===== config.mk =====
export PLATFORM = sky130hd
export DESIGN_NAME = frame_energy_detector
export DESIGN_NICKNAME = d
export VERILOG_FILES = /design/src/rtl/fed_pkg.sv /design/src/rtl/fed_half_accum.sv /design/src/rtl/fed_frame_combiner.sv /design/src/rtl/fed_endpoint_tracker.sv /design/src/rtl/frame_energy_detector.sv
export SDC_FILE = /design/constraint.sdc
export NUM_CORES = 1
export LEC_CHECK = 0
export CORE_MARGIN = 2
export CORE_UTILIZATION = 65
export CTS_BUF_LIST = sky130_fd_sc_hd__clkbuf_4 sky130_fd_sc_hd__clkbuf_8
export DETAILED_ROUTE_END_ITERATION = 8
export DONT_BUFFER_PORTS = 1
export PLACE_DENSITY = 0.8
export SETUP_SLACK_MARGIN = 0.3
export SKIP_LAST_GASP = 1
export SYNTH_ARGS = -nofsm -noshare
export SYNTH_HDL_FRONTEND = slang
export SYNTH_SLANG_ARGS = --single-unit
export TNS_END_PERCENT = 10

===== constraint.sdc =====
create_clock -name clk -period 11.52 [get_ports clk]
set_clock_uncertainty 0.1 [all_clocks]
set_input_delay 1.152 -clock clk [delete_from_list [all_inputs] [get_ports clk]]
set_output_delay 1.152 -clock clk [all_outputs]
set_load 0.01 [all_outputs]

===== src/rtl/fed_pkg.sv =====
// Package fed_pkg
// Shared types for the frame energy detector.
// Assumes nothing beyond IEEE 1800-2017 synthesizable subset.
package fed_pkg;

    // Tracker state: no speech frame seen yet, or at least one seen.
    typedef enum logic {
        TRK_SILENT = 1'b0,
        TRK_FOUND  = 1'b1
    } trk_state_e;

endpackage


===== src/rtl/fed_half_accum.sv =====
// Module fed_half_accum
// Accumulates the squares of 2**HOP_LOG2 valid samples.
// Publishes the half-frame sum with a one-cycle strobe after the last sample.
// Assumes: clr has priority over a sample offered in the same cycle.
module fed_half_accum #(
    parameter int SAMPLE_W = 16,
    parameter int HOP_LOG2 = 7
) (
    input  logic                                clk,
    input  logic                                rst_n,
    input  logic                                clr,
    input  logic                                in_valid,
    input  logic signed [SAMPLE_W-1:0]          in_data,
    output logic                                half_done,
    output logic [2*SAMPLE_W+HOP_LOG2-1:0]      half_sum
);
    localparam int SQ_W   = 2 * SAMPLE_W;
    localparam int HALF_W = SQ_W + HOP_LOG2;
    localparam logic [HOP_LOG2-1:0] LAST_CNT = '1;

    logic signed [SQ_W-1:0] prod;
    logic [HALF_W-1:0]      sq_ext;
    logic [HOP_LOG2-1:0]    cnt;
    logic [HALF_W-1:0]      acc;

    // Square of the current sample, zero-extended (it is never negative).
    always_comb begin
        prod   = in_data * in_data;
        sq_ext = {{(HALF_W-SQ_W){1'b0}}, prod};
    end

    // Count samples in the half, accumulate squares, publish at the end.
    always_ff @(posedge clk) begin
        if (!rst_n || clr) begin
            cnt       <= '0;
            acc       <= '0;
            half_done <= 1'b0;
            half_sum  <= '0;
        end else begin
            half_done <= 1'b0;
            if (in_valid) begin
                cnt <= cnt + 1'b1;
                if (cnt == LAST_CNT) begin
                    half_sum  <= acc + sq_ext;
                    half_done <= 1'b1;
                    acc       <= '0;
                end else begin
                    acc <= acc + sq_ext;
                end
            end
        end
    end
endmodule


===== src/rtl/fed_frame_combiner.sv =====
// Module fed_frame_combiner
// Adds the previous and current half sums to form one overlapped frame.
// Divides by the frame length with a shift and classifies against the threshold.
// Assumes: half_done strobes are at least two cycles apart.
module fed_frame_combiner #(
    parameter int SAMPLE_W = 16,
    parameter int HOP_LOG2 = 7,
    parameter int IDX_W    = 12
) (
    input  logic                             clk,
    input  logic                             rst_n,
    input  logic                             clr,
    input  logic                             half_done,
    input  logic [2*SAMPLE_W+HOP_LOG2-1:0]   half_sum,
    input  logic [2*SAMPLE_W-1:0]            thresh,
    output logic                             nrg_valid,
    output logic [2*SAMPLE_W-1:0]            nrg_value,
    output logic                             nrg_speech,
    output logic [IDX_W-1:0]                 nrg_frame
);
    localparam int SQ_W        = 2 * SAMPLE_W;
    localparam int HALF_W      = SQ_W + HOP_LOG2;
    localparam int FRAME_LOG2  = HOP_LOG2 + 1;
    localparam int FSUM_W      = HALF_W + 1;
    localparam logic [IDX_W-1:0] IDX_MAX = '1;

    logic [HALF_W-1:0] prev_half;
    logic              have_prev;
    logic [IDX_W-1:0]  next_idx;
    logic [FSUM_W-1:0] frame_sum;
    logic [SQ_W-1:0]   energy_next;
    logic              speech_next;

    // Frame sum, its mean and the full-precision threshold test.
    // floor(sum/2^F) > T  is the same as  sum > T*2^F + (2^F - 1).
    always_comb begin
        frame_sum   = {1'b0, prev_half} + {1'b0, half_sum};
        energy_next = frame_sum[FSUM_W-1:FRAME_LOG2];
        speech_next = frame_sum > {1'b0, thresh, {FRAME_LOG2{1'b1}}};
    end

    // Remember the last half and emit a frame once two halves exist.
    always_ff @(posedge clk) begin
        if (!rst_n || clr) begin
            prev_half  <= '0;
            have_prev  <= 1'b0;
            next_idx   <= '0;
            nrg_valid  <= 1'b0;
            nrg_value  <= '0;
            nrg_speech <= 1'b0;
            nrg_frame  <= '0;
        end else begin
            nrg_valid <= 1'b0;
            if (half_done) begin
                prev_half <= half_sum;
                have_prev <= 1'b1;
                if (have_prev) begin
                    nrg_valid  <= 1'b1;
                    nrg_value  <= energy_next;
                    nrg_speech <= speech_next;
                    nrg_frame  <= next_idx;
                    if (next_idx != IDX_MAX) begin
                        next_idx <= next_idx + 1'b1;
                    end
                end
            end
        end
    end
endmodule


===== src/rtl/fed_endpoint_tracker.sv =====
// Module fed_endpoint_tracker
// Tracks the first and latest speech frame indices.
// On an end pulse it publishes them, or raises no_speech.
// Assumes: a frame strobe coinciding with the end pulse belongs to the utterance.
module fed_endpoint_tracker
    import fed_pkg::*;
#(
    parameter int IDX_W = 12
) (
    input  logic             clk,
    input  logic             rst_n,
    input  logic             clr,
    input  logic             nrg_valid,
    input  logic             nrg_speech,
    input  logic [IDX_W-1:0] nrg_frame,
    input  logic             end_pulse,
    output logic             rpt_valid,
    output logic [IDX_W-1:0] rpt_first,
    output logic [IDX_W-1:0] rpt_last,
    output logic             rpt_none
);
    trk_state_e       state;
    logic [IDX_W-1:0] first_q;
    logic [IDX_W-1:0] last_q;
    logic             hit;
    logic             found_n;
    logic [IDX_W-1:0] first_n;
    logic [IDX_W-1:0] last_n;

    // Next endpoint values, folding in a frame arriving this cycle.
    always_comb begin
        hit     = nrg_valid && nrg_speech;
        found_n = (state == TRK_FOUND) || hit;
        first_n = (state == TRK_SILENT && hit) ? nrg_frame : first_q;
        last_n  = hit ? nrg_frame : last_q;
    end

    // Update tracking registers and build the report on an end pulse.
    always_ff @(posedge clk) begin
        if (!rst_n || clr) begin
            state     <= TRK_SILENT;
            first_q   <= '0;
            last_q    <= '0;
            rpt_valid <= 1'b0;
            rpt_first <= '0;
            rpt_last  <= '0;
            rpt_none  <= 1'b0;
        end else begin
            state     <= found_n ? TRK_FOUND : TRK_SILENT;
            first_q   <= first_n;
            last_q    <= last_n;
            rpt_valid <= end_pulse;
            if (end_pulse) begin
                rpt_none  <= !found_n;
                rpt_first <= found_n ? first_n : '0;
                rpt_last  <= found_n ? last_n  : '0;
            end
        end
    end
endmodule


===== src/rtl/frame_energy_detector.sv =====
// Module frame_energy_detector (top)
// Overlapped frame energy with threshold-based word endpoint detection.
// The frame is 2**(HOP_LOG2+1) samples long and advances by 2**HOP_LOG2 samples.
// Assumes: utt_start is a one-cycle pulse and takes priority over samples.
module frame_energy_detector #(
    parameter int SAMPLE_W = 16,
    parameter int HOP_LOG2 = 7,
    parameter int IDX_W    = 12
) (
    input  logic                       clk,
    input  logic                       rst_n,
    input  logic                       sample_valid,
    input  logic signed [SAMPLE_W-1:0] sample_data,
    input  logic                       utt_start,
    input  logic                       utt_end,
    input  logic [2*SAMPLE_W-1:0]      threshold,
    output logic                       energy_valid,
    output logic [2*SAMPLE_W-1:0]      energy,
    output logic                       is_speech,
    output logic [IDX_W-1:0]           frame_index,
    output logic                       report_valid,
    output logic [IDX_W-1:0]           word_first,
    output logic [IDX_W-1:0]           word_last,
    output logic                       no_speech
);
    localparam int HALF_W = 2 * SAMPLE_W + HOP_LOG2;

    logic              half_done;
    logic [HALF_W-1:0] half_sum;

    fed_half_accum #(
        .SAMPLE_W (SAMPLE_W),
        .HOP_LOG2 (HOP_LOG2)
    ) u_half (
        .clk       (clk),
        .rst_n     (rst_n),
        .clr       (utt_start),
        .in_valid  (sample_valid),
        .in_data   (sample_data),
        .half_done (half_done),
        .half_sum  (half_sum)
    );

    fed_frame_combiner #(
        .SAMPLE_W (SAMPLE_W),
        .HOP_LOG2 (HOP_LOG2),
        .IDX_W    (IDX_W)
    ) u_comb (
        .clk        (clk),
        .rst_n      (rst_n),
        .clr        (utt_start),
        .half_done  (half_done),
        .half_sum   (half_sum),
        .thresh     (threshold),
        .nrg_valid  (energy_valid),
        .nrg_value  (energy),
        .nrg_speech (is_speech),
        .nrg_frame  (frame_index)
    );

    fed_endpoint_tracker #(
        .IDX_W (IDX_W)
    ) u_trk (
        .clk        (clk),
        .rst_n      (rst_n),
        .clr        (utt_start),
        .nrg_valid  (energy_valid),
        .nrg_speech (is_speech),
        .nrg_frame  (frame_index),
        .end_pulse  (utt_end),
        .rpt_valid  (report_valid),
        .rpt_first  (word_first),
        .rpt_last   (word_last),
        .rpt_none   (no_speech)
    );
endmodule


=== Word level (Yosys, flattened, before mapping) ===
Index checks and enable logic that the tools add are counted.

* $lt $le $gt $ge: 1
* Reductions and logical operators: 11
* $mul: 1
* $add $sub $neg: 4
* Mux-type cells: 8
* Bitwise operators: 3
* Eq/ne operators: 2

{| class="wikitable"
|+ Operator list
! operator !! count
|-
| $mux 12 || 4
|-
| $add 39x39->40 || 1
|-
| $gt 40x40->1 || 1
|-
| $add 39x32->39 || 1
|-
| $mux 39 || 1
|-
| $mul 16x16->32 || 1
|-
| $add 12x1->12 const B || 1
|-
| $ne 12x12->1 const B || 1
|-
| $add 7x1->7 const B || 1
|-
| $eq 7x7->1 const B || 1
|-
| $reduce_and 2->1 || 2
|-
| $reduce_or 2->1 || 2
|-
| $mux 1 || 3
|-
| $not 1->1 || 3
|-
| $reduce_and 3->1 || 1
|-
| $logic_and 1x1->1 || 2
|-
| $logic_not 1->1 || 2
|-
| $logic_or 1x1->1 || 2
|}

* Output and inout port bits: 72
* Input port bits: 53
* Register bits after elaboration: 235
* Word-level logic and storage cells: 48

=== Logic depth before layout (Yosys ltp) ===
Gate-level depths: netlist of run 1.

* Depth after elaboration: 4
* Depth in mapped cells: 35
* Mapped depth without buffers: 34

=== Hierarchy ===
From an unflattened synthesis of run 1, not the netlist that was laid out.

* Cell total of the unflattened synthesis: 2586
* Area, all modules: 22177.5 um^2

{| class="wikitable"
|+ By module, submodules not included
! module !! cells each !! instances !! area each (um^2) !! sequential area each (um^2)
|-
| fed_half_accum || 1562 || 1 || 13629.3 || 1721.7
|-
| fed_frame_combiner || 847 || 1 || 6725.2 || 1961.9
|-
| fed_endpoint_tracker || 177 || 1 || 1823.0 || 1021.0
|}

=== Least setup slack after synthesis of run 1 ===
OpenSTA, ideal clock, no wires.

* Kind: input -> register
* Start point: input sample_data[15]
* End point: register u_half.half_sum[35]
* Library setup time: 0.091 ns
* Required time: 11.329 ns
* Arrival time: 9.292 ns
* Buffers on the path: 1
* Setup slack: 2.037 ns
* Cell stages on the path: 29
* Cells stage by stage: inv_1 buf_1 nor2_1 fa_1 inv_1 fa_1 inv_1 fa_1 fa_1 fa_1 inv_1 fa_1 inv_1 ha_1 a21o_1 a21o_1 a21o_1 a21o_1 a41o_1 a21oi_1 xnor2_1 ha_1 nand4_1 or2_0 or4b_1 and3_4 o311a_4 or3_1 a311oi_1

* Word-level cells in the longest chain between the ends: 2

{| class="wikitable"
|+ Ends and longest elaborated chain
! item !! line !! RTL
|-
| start, declared || frame_energy_detector.sv:13 || <nowiki>input logic signed [SAMPLE_W-1:0] sample_data,</nowiki>
|-
| $mul 16x16->32 || fed_half_accum.sv:28 || <nowiki>prod = in_data * in_data;</nowiki>
|-
| $add 39x32->39 || fed_half_accum.sv:44 || <nowiki>half_sum <= acc + sq_ext;</nowiki>
|-
| end signal, assigned || fed_half_accum.sv:44 ||
|-
| end, declared || fed_half_accum.sv:15 || <nowiki>output logic [2*SAMPLE_W+HOP_LOG2-1:0] half_sum</nowiki>
|}

Every way passes these cells.
A chain may end at the register's enable or synchronous reset.

=== Worst setup path in the final report of run 1 ===
* Start point: input sample_data[15]
* End point: register u_half.acc[37]

* Word-level cells in the longest chain between the ends: 3

{| class="wikitable"
|+ Ends and longest elaborated chain
! item !! line !! RTL
|-
| $mul 16x16->32 || fed_half_accum.sv:28 ||
|-
| $add 39x32->39 || fed_half_accum.sv:48 || <nowiki>acc <= acc + sq_ext;</nowiki>
|-
| $mux 39 || fed_half_accum.sv:43 || <nowiki>if (cnt == LAST_CNT) begin</nowiki>
|-
| end signal, assigned || fed_half_accum.sv:48 ||
|-
| end, declared || fed_half_accum.sv:24 || <nowiki>logic [HALF_W-1:0] acc;</nowiki>
|}

Every way passes these cells.

==> results.md, run 1 <==
- Status: complete, no violations
- Min cycle time layout: 9580 ps
- Cell row count: 66
- Number of H-tree levels: 2
- Vias post-DR: between 15000 and 20000
- Synthesized area: between 20000 and 25000 um^2
- Clock edge transition at the registers on the reported setup and hold paths: 60 ps
- Setup slack of the critical path after layout: ~1900 ps
- Post-synthesis simple-gate area fraction: 0.155
- Clock sink count: approximately 240
- Largest cells by area after synthesis: sky130_fd_sc_hd__fa_1 22%, sky130_fd_sc_hd__dfxtp_1 22%, sky130_fd_sc_hd__ha_1 11%, sky130_fd_sc_hd__inv_1 6.7%, sky130_fd_sc_hd__nand2_1 5.3%
- Port-buffer cells: 0
- Wire length of the first global-routing pass: 79800 um
- Multiplexer share of the synthesized area: 0.0205
- XOR/XNOR Fraction of Synth Area: 0.0495
- Maximum fanout count along the critical path: 18
- Prevailing post-synth register cell: sky130_fd_sc_hd__dfxtp_1
- Number of different library cells in the post-synthesis netlist: 70
- Register-to-register setup slack: approximately 6400 ps
- Worst-Margin Slew: roughly 1300 ps
- Final max-slew violation count: 0
- Sequential-to-total area share from yosys stat: 0.218
- Post-detailed-routing wire length: slightly below 50000 um
- Most frequent cell on the critical path: sky130_fd_sc_hd__fa_1
- Total number of yosys warnings: 0
- Share of synthesized registers carrying an async set or reset: 0
- Sum of overflow across all layers after global routing: 0
- CP Class: in -> reg
- Detailed-placement wirelength estimate: approximately 39000 um
- Worst Hold End: u_trk.last_q[1]$_SDFF_PP0_
- Count of max-cap constraint violations: 0
- Clock tree from TritonCTS: yes
- Overall die area: ~35000 um^2
- Worst reg2reg startpoint: u_half.half_sum[7]$_SDFFE_PP0P_
- HP Class: reg -> reg
- Placed instance area: around 22000 um^2
- #FFs+latches synth: ~240
- Post-route cell area: 22700 um^2
- Number of enable-type register cells in the synthesized netlist: 0
- Buffer cell driving the clock tree root: sky130_fd_sc_hd__clkbuf_8
- Reg2reg end: u_comb.nrg_speech$_SDFFE_PP0P_
- Share of the clock period used by the worst path after layout: 0.832
- Area used by multi-input combinational logic: 15100 um^2
- DR pass1 iterations: 5
- Critical path endpoint category: register
- RSZ-0062 raised after global routing: no
- Data arrival time of the worst path: just under 10000 ps
- Uppermost routed layer: met4
- Max Buffers Root-to-Sink: 3
- GRT Total Usage: 0.282
- Count of mapped cells out of synthesis: approximately 2500
- Standard cell with the maximum stage delay on the critical path: sky130_fd_sc_hd__o41ai_1
- Effective utilization at floorplan: 0.662
- Pin count of the biggest net entering global routing: 86
- Resized cells post-CTS: 0
- Routed wl met2: between 20000 and 25000 um
- Synth-to-layout area growth: 5.14%
- Area fraction in compound gates after synthesis: 0.141
- Initial antenna violation count: 0
- Area share of the largest cell type after synthesis: 0.222
- Final setup violation count: 0
- Number of nets in the layout: 2961
- Ranking of synthesized cells by instance count: 384 x sky130_fd_sc_hd__inv_1, 306 x sky130_fd_sc_hd__nand2_1, 239 x sky130_fd_sc_hd__fa_1
- Post CTS Setup Buffer Count: 0
- Critical path launch point type: input port
- Final weighted congestion in routability-driven placement: roughly 0.9
- Mapped Avg Cell Area: between 8 and 9 um^2
- R2R depth: 18
- Post-placement worst setup slack: 1430 ps
- Height of the die: 186 um
- Setup Total Neg Slack: 0 ps
- Count of unresolved DRC violations after routing: 0
- Horizontal extent of the die: approximately 190 um
- Violation count after the first detailed-routing iteration: 975
- Core footprint: 32600 um^2
- Met1 routed wirelength after detailed routing: 22100 um
- Library cell with the highest instance count after synthesis: sky130_fd_sc_hd__inv_1
- Data required time of the critical path: about 12000 ps
- Detailed route wirelength on metal3: approximately 2500 um
- Diodes inserted: 0
- Largest stage delay, worst path: 970 ps
- Launch instance of the worst min-delay path: u_trk.last_q[1]$_SDFF_PP0_
- I/O pin count: between 100 and 150
- Residual antenna-violating net count after detailed routing: 0
- Area occupied by registers: approximately 4700 um^2
- Number of hold buffers added after cts: 0
- Routed len/inst: about 17 um
- Cts bufs inserted: 36
- Hold-critical path depth: 2
- F_max: ~100 MHz
- Worst max-slew margin expressed relative to the limit: 0.119
- Proportion of layout cells with a drive suffix above 1: 0.0392
- Count of fill cells added during filler insertion: 2639
- Via count of the first global-routing pass: between 15000 and 20000
- Via-per-instance ratio: about 5.7
- Number of endpoints with negative hold slack in the final report: 0
- Number of nets produced by synthesis: 3003
- Adder-cell area share of the yosys netlist: 0.333
- Dominant cell type by area after synthesis: sky130_fd_sc_hd__fa_1
- Combinational family with the most area after synthesis: adder cells
- Latest clock arrival within the worst-skew pair: roughly 530 ps
## cell usage in the layout (no fill, tap or decap), types with 47 or more instances in the layout
cell type	synthesis	routed
sky130_fd_sc_hd__dfxtp_1	235	234
sky130_fd_sc_hd__ha_1	192	192
sky130_fd_sc_hd__fa_1	239	239
sky130_fd_sc_hd__xnor2_1	75	75
sky130_fd_sc_hd__a21o_1	47	47
sky130_fd_sc_hd__o21ai_0	51	51
sky130_fd_sc_hd__nor2_1	197	195
sky130_fd_sc_hd__xor2_1	47	47
sky130_fd_sc_hd__nand2_1	306	306
sky130_fd_sc_hd__a21oi_1	177	177
sky130_fd_sc_hd__inv_1	384	384
## worst max-delay path by stage
stage               slack, ps                                to       startpoint
CTS                      1980       u_half.acc[37]$_SDFFE_PP0P_  sample_data[15]
global placement         1700       u_half.acc[37]$_SDFFE_PP0P_  sample_data[15]
finish                   1940       u_half.acc[37]$_SDFFE_PP0P_  sample_data[15]
detailed placement       1430       u_half.acc[37]$_SDFFE_PP0P_  sample_data[15]
global route             1400       u_half.acc[37]$_SDFFE_PP0P_  sample_data[15]
floorplan                2040  u_half.half_sum[35]$_SDFFE_PP0P_  sample_data[15]
## stage by stage
step	cells	utilization	hold slack [ps]
global placement	2881	0.672	349
global route	2945	0.696	375
finish	2945	0.696	364
floorplan	2519	-	341
detailed placement	2881	0.672	356
CTS	2945	0.696	364
## flip-flops by register name, indices dropped and copies added (netlist names), 7 cells and up
register and count:
u_comb.next_idx 12, u_comb.nrg_frame 12, u_comb.nrg_value 32, u_comb.prev_half 39
u_half.acc 39, u_half.cnt 7, u_half.half_sum 39, u_trk.first_q 12
u_trk.last_q 12, u_trk.rpt_first 12, u_trk.rpt_last 12
## kinds of logic (layout without fill, tap and decap cells)
group                      after synthesis  after routing
and+or+nand+nor                        743            743
buffers and inverters                  478            462
AOI/OAI and AO/OA                      466            466
adders and majority gates              431            431
DFF                                    235            235
xor gates and xnor gates               122            122
muxes                                   44             44
## cell type report
| class | instances | share of cell area |
|---|---|---|
| clock inverter | 11 | 0.00518 |
| inverter | 386 | 0.0638 |
| multi-input combinational | 1806 | 0.665 |
| tap | 442 | 0.0244 |
| clock buffer | 53 | 0.0299 |
| timing repair buffer | 12 | 0.00397 |
| sequential | 235 | 0.207 |
## worst max-delay path: cells and delay by family
family,cells,cell delay [ps]
compound gates,4,1660
buf+inv,5,680
fa+ha+maj,8,4040
xor+xnor,1,170
simple gates,8,1920
mux,1,210
## metal layers
| metal | global-route usage | up-vias |
|---|---|---|
| li1 | - | 8173 |
| met1 | 0.375 | 8066 |
| met2 | 0.484 | 503 |
| met3 | 0.0347 | 99 |
| met4 | 0.0857 | 0 |
| met5 | 0 | - |
Power of run 1 is left out: the tool's default activity adds up to more than one toggle a clock period on the data nets, which glitch-free logic cannot reach.
==> inputs of run 2 (changes only) <==
CORE_UTILIZATION = 61   (was 65)
PLACE_DENSITY = 0.79   (was 0.8)
clock period = 8.1 ns   (was 11.52 ns; I/O delays follow)
==> run 2 against run 1 <==
Net effect:
- cell count is 6.3% higher
- register-to-register slack got worse by 3700 ps
- critical endpoint is now u_half.half_sum[35]$_SDFFE_PP0P_
- non-clock buffer count is 170 higher
- first-iteration DRC count decreased by 3.9%
- critical path type unchanged
==> results.md, run 2 (synthesis results as in run 1) <==
- Launch instance of the worst min-delay path: utt_end
- Min cycle time layout: ~7900 ps
- Final max-slew violation count: 0
- Overall die area: approximately 37000 um^2
- Most frequent standard cell in the layout excluding fill and tap cells: sky130_fd_sc_hd__inv_1
- Buffer cell driving the clock tree root: sky130_fd_sc_hd__clkbuf_8
- Count of max-cap constraint violations: 0
- CP Class: in -> reg
- Cts bufs inserted: 37
- Final weighted congestion in routability-driven placement: 0.932
- Clock edge transition at the registers on the reported setup and hold paths: about 60 ps
- Share of the clock period used by the worst path after layout: 0.981
- Initial antenna violation count: 0
- Data required time of the critical path: 8440 ps
- Count of unresolved DRC violations after routing: 0
- Clock tree from TritonCTS: yes
- Latest clock arrival within the worst-skew pair: between 500 and 600 ps
- Number of H-tree levels: 2
- Largest registers: u_comb.prev_half: 39 flops, u_half.acc: 39 flops, u_half.half_sum: 39 flops
- Number of endpoints with negative hold slack in the final report: 0
- Highest-count cells in the layout ignoring fill and taps: 362 x sky130_fd_sc_hd__inv_1, 293 x sky130_fd_sc_hd__nand2_1, 234 x sky130_fd_sc_hd__dfxtp_1, 228 x sky130_fd_sc_hd__fa_1, 183 x sky130_fd_sc_hd__nor2_1
- Pin count of the biggest net entering global routing: slightly above 100
- Wire length of the first global-routing pass: between 80000 and 90000 um
- Maximum fanout count along the critical path: 18
- I/O pin count: between 100 and 150
- Effective utilization at floorplan: 0.622
- Vias post-DR: around 18000
- Synth-to-layout area growth: 13.9%
- Critical path launch point type: input port
- Detailed-placement wirelength estimate: 40600 um
- Data arrival time of the worst path: around 8300 ps
- Final setup violation count: 0
- Via count of the first global-routing pass: 18592
- Core footprint: between 30000 and 40000 um^2
- Standard cell with the maximum stage delay on the critical path: sky130_fd_sc_hd__fa_2
- Worst setup path startpoint: sample_data[15]
- Worst reg2reg startpoint: u_half.half_sum[7]$_SDFFE_PP0P_
- Most frequent cell on the critical path: sky130_fd_sc_hd__fa_1
- Hold-critical path depth: 1
- GRT Total Usage: 0.293
- Critical path endpoint category: register
- Post-detailed-routing wire length: around 52000 um
- Violation count after the first detailed-routing iteration: 937
- DR pass1 iterations: 5
- Proportion of layout cells with a drive suffix above 1: 0.137
- Largest stage delay, worst path: slightly above 600 ps
- F_max: around 130 MHz
- Height of the die: a little under 200 um
- Cell row count: a little under 70
- Post-placement worst setup slack: -425 ps
- Sum of overflow across all layers after global routing: 0
- Setup slack of the critical path after layout: roughly 150 ps
- HP Class: in -> reg
- Setup Total Neg Slack: 0 ps
- Clock sink count: 235
- Residual antenna-violating net count after detailed routing: 0
- Status: complete, no violations
- RSZ-0062 raised after global routing: yes
- Max Buffers Root-to-Sink: 3
- Number of nets in the layout: between 3000 and 4000
- Port-buffer cells: 0
- Routed len/inst: 16.7 um
- Worst-Margin Slew: ~1200 ps
- Via-per-instance ratio: 5.65
- R2R depth: 18
- Horizontal extent of the die: about 190 um
- Worst max-slew margin expressed relative to the limit: 0.195
- Diodes inserted: 0
run 2: changes by cell type in the layout (fill, tap and decap cells not counted), sizes merged:
cell	before	now
inv	386	383
clkbuf	53	57
bufinv	2	4
clkinv	8	5
clkinvlp	1	4
buf	12	182
run 2: path summary, 6_finish.rpt:
kind | to | slack [ps]
setup / recovery | u_half.half_sum[35]$_SDFFE_PP0P_ | 150
setup reg to reg | u_comb.nrg_speech$_SDFFE_PP0P_ | 2670
hold / removal | u_trk.rpt_valid$_SDFF_PP0_ | 290
hold reg to reg | u_trk.last_q[5]$_SDFF_PP0_ | 360
run 2: cell type report:
cell class	count	area, um^2
fill	2679	10100
tap	455	569
inverter	386	1470
sequential	235	4710
multi-input combinational	1806	15600
timing repair buffer	182	1410
clock buffer	57	709
clock inverter	10	160
run 2: what timing repair did:
action,in CTS,in global routing
hold buffers,0,0
setup buffers,15,10
endpoints found under the hold margin,0,0
gates resized for setup,38,30
gates cloned,0,0
endpoints found under the setup margin,4,23
pin swaps,46,52
run 2: per-layer routing:
metal / vias to the layer above / wire length (um) / track usage
li1: 8516 / - / -
met1: 8636 / 22100 / 0.368
met5: - / 0 / 0
met2: 421 / 26000 / 0.517
met3: 120 / 2580 / 0.0431
met4: 0 / 1630 / 0.0942
run 2: stage by stage:
step	util	hold WS [ps]	std cells	area [um^2]
floorplan	-	341	2519	22000
global placement	0.671	347	3039	23300
detailed placement	0.671	355	3039	23300
CTS	0.704	271	3121	24400
global route	0.709	278	3131	24600
finish	0.709	294	3131	24600
run 2: critical path: cells and delay by family:
family                     cells  cell delay [ps]
and+or+nand+nor               10             1890
adders and majority gates      8             3800
xor gates and xnor gates       1              130
AOI/OAI and AO/OA              4             1020
buffers and inverters          7              620
Power of run 2 is left out for the same reason.
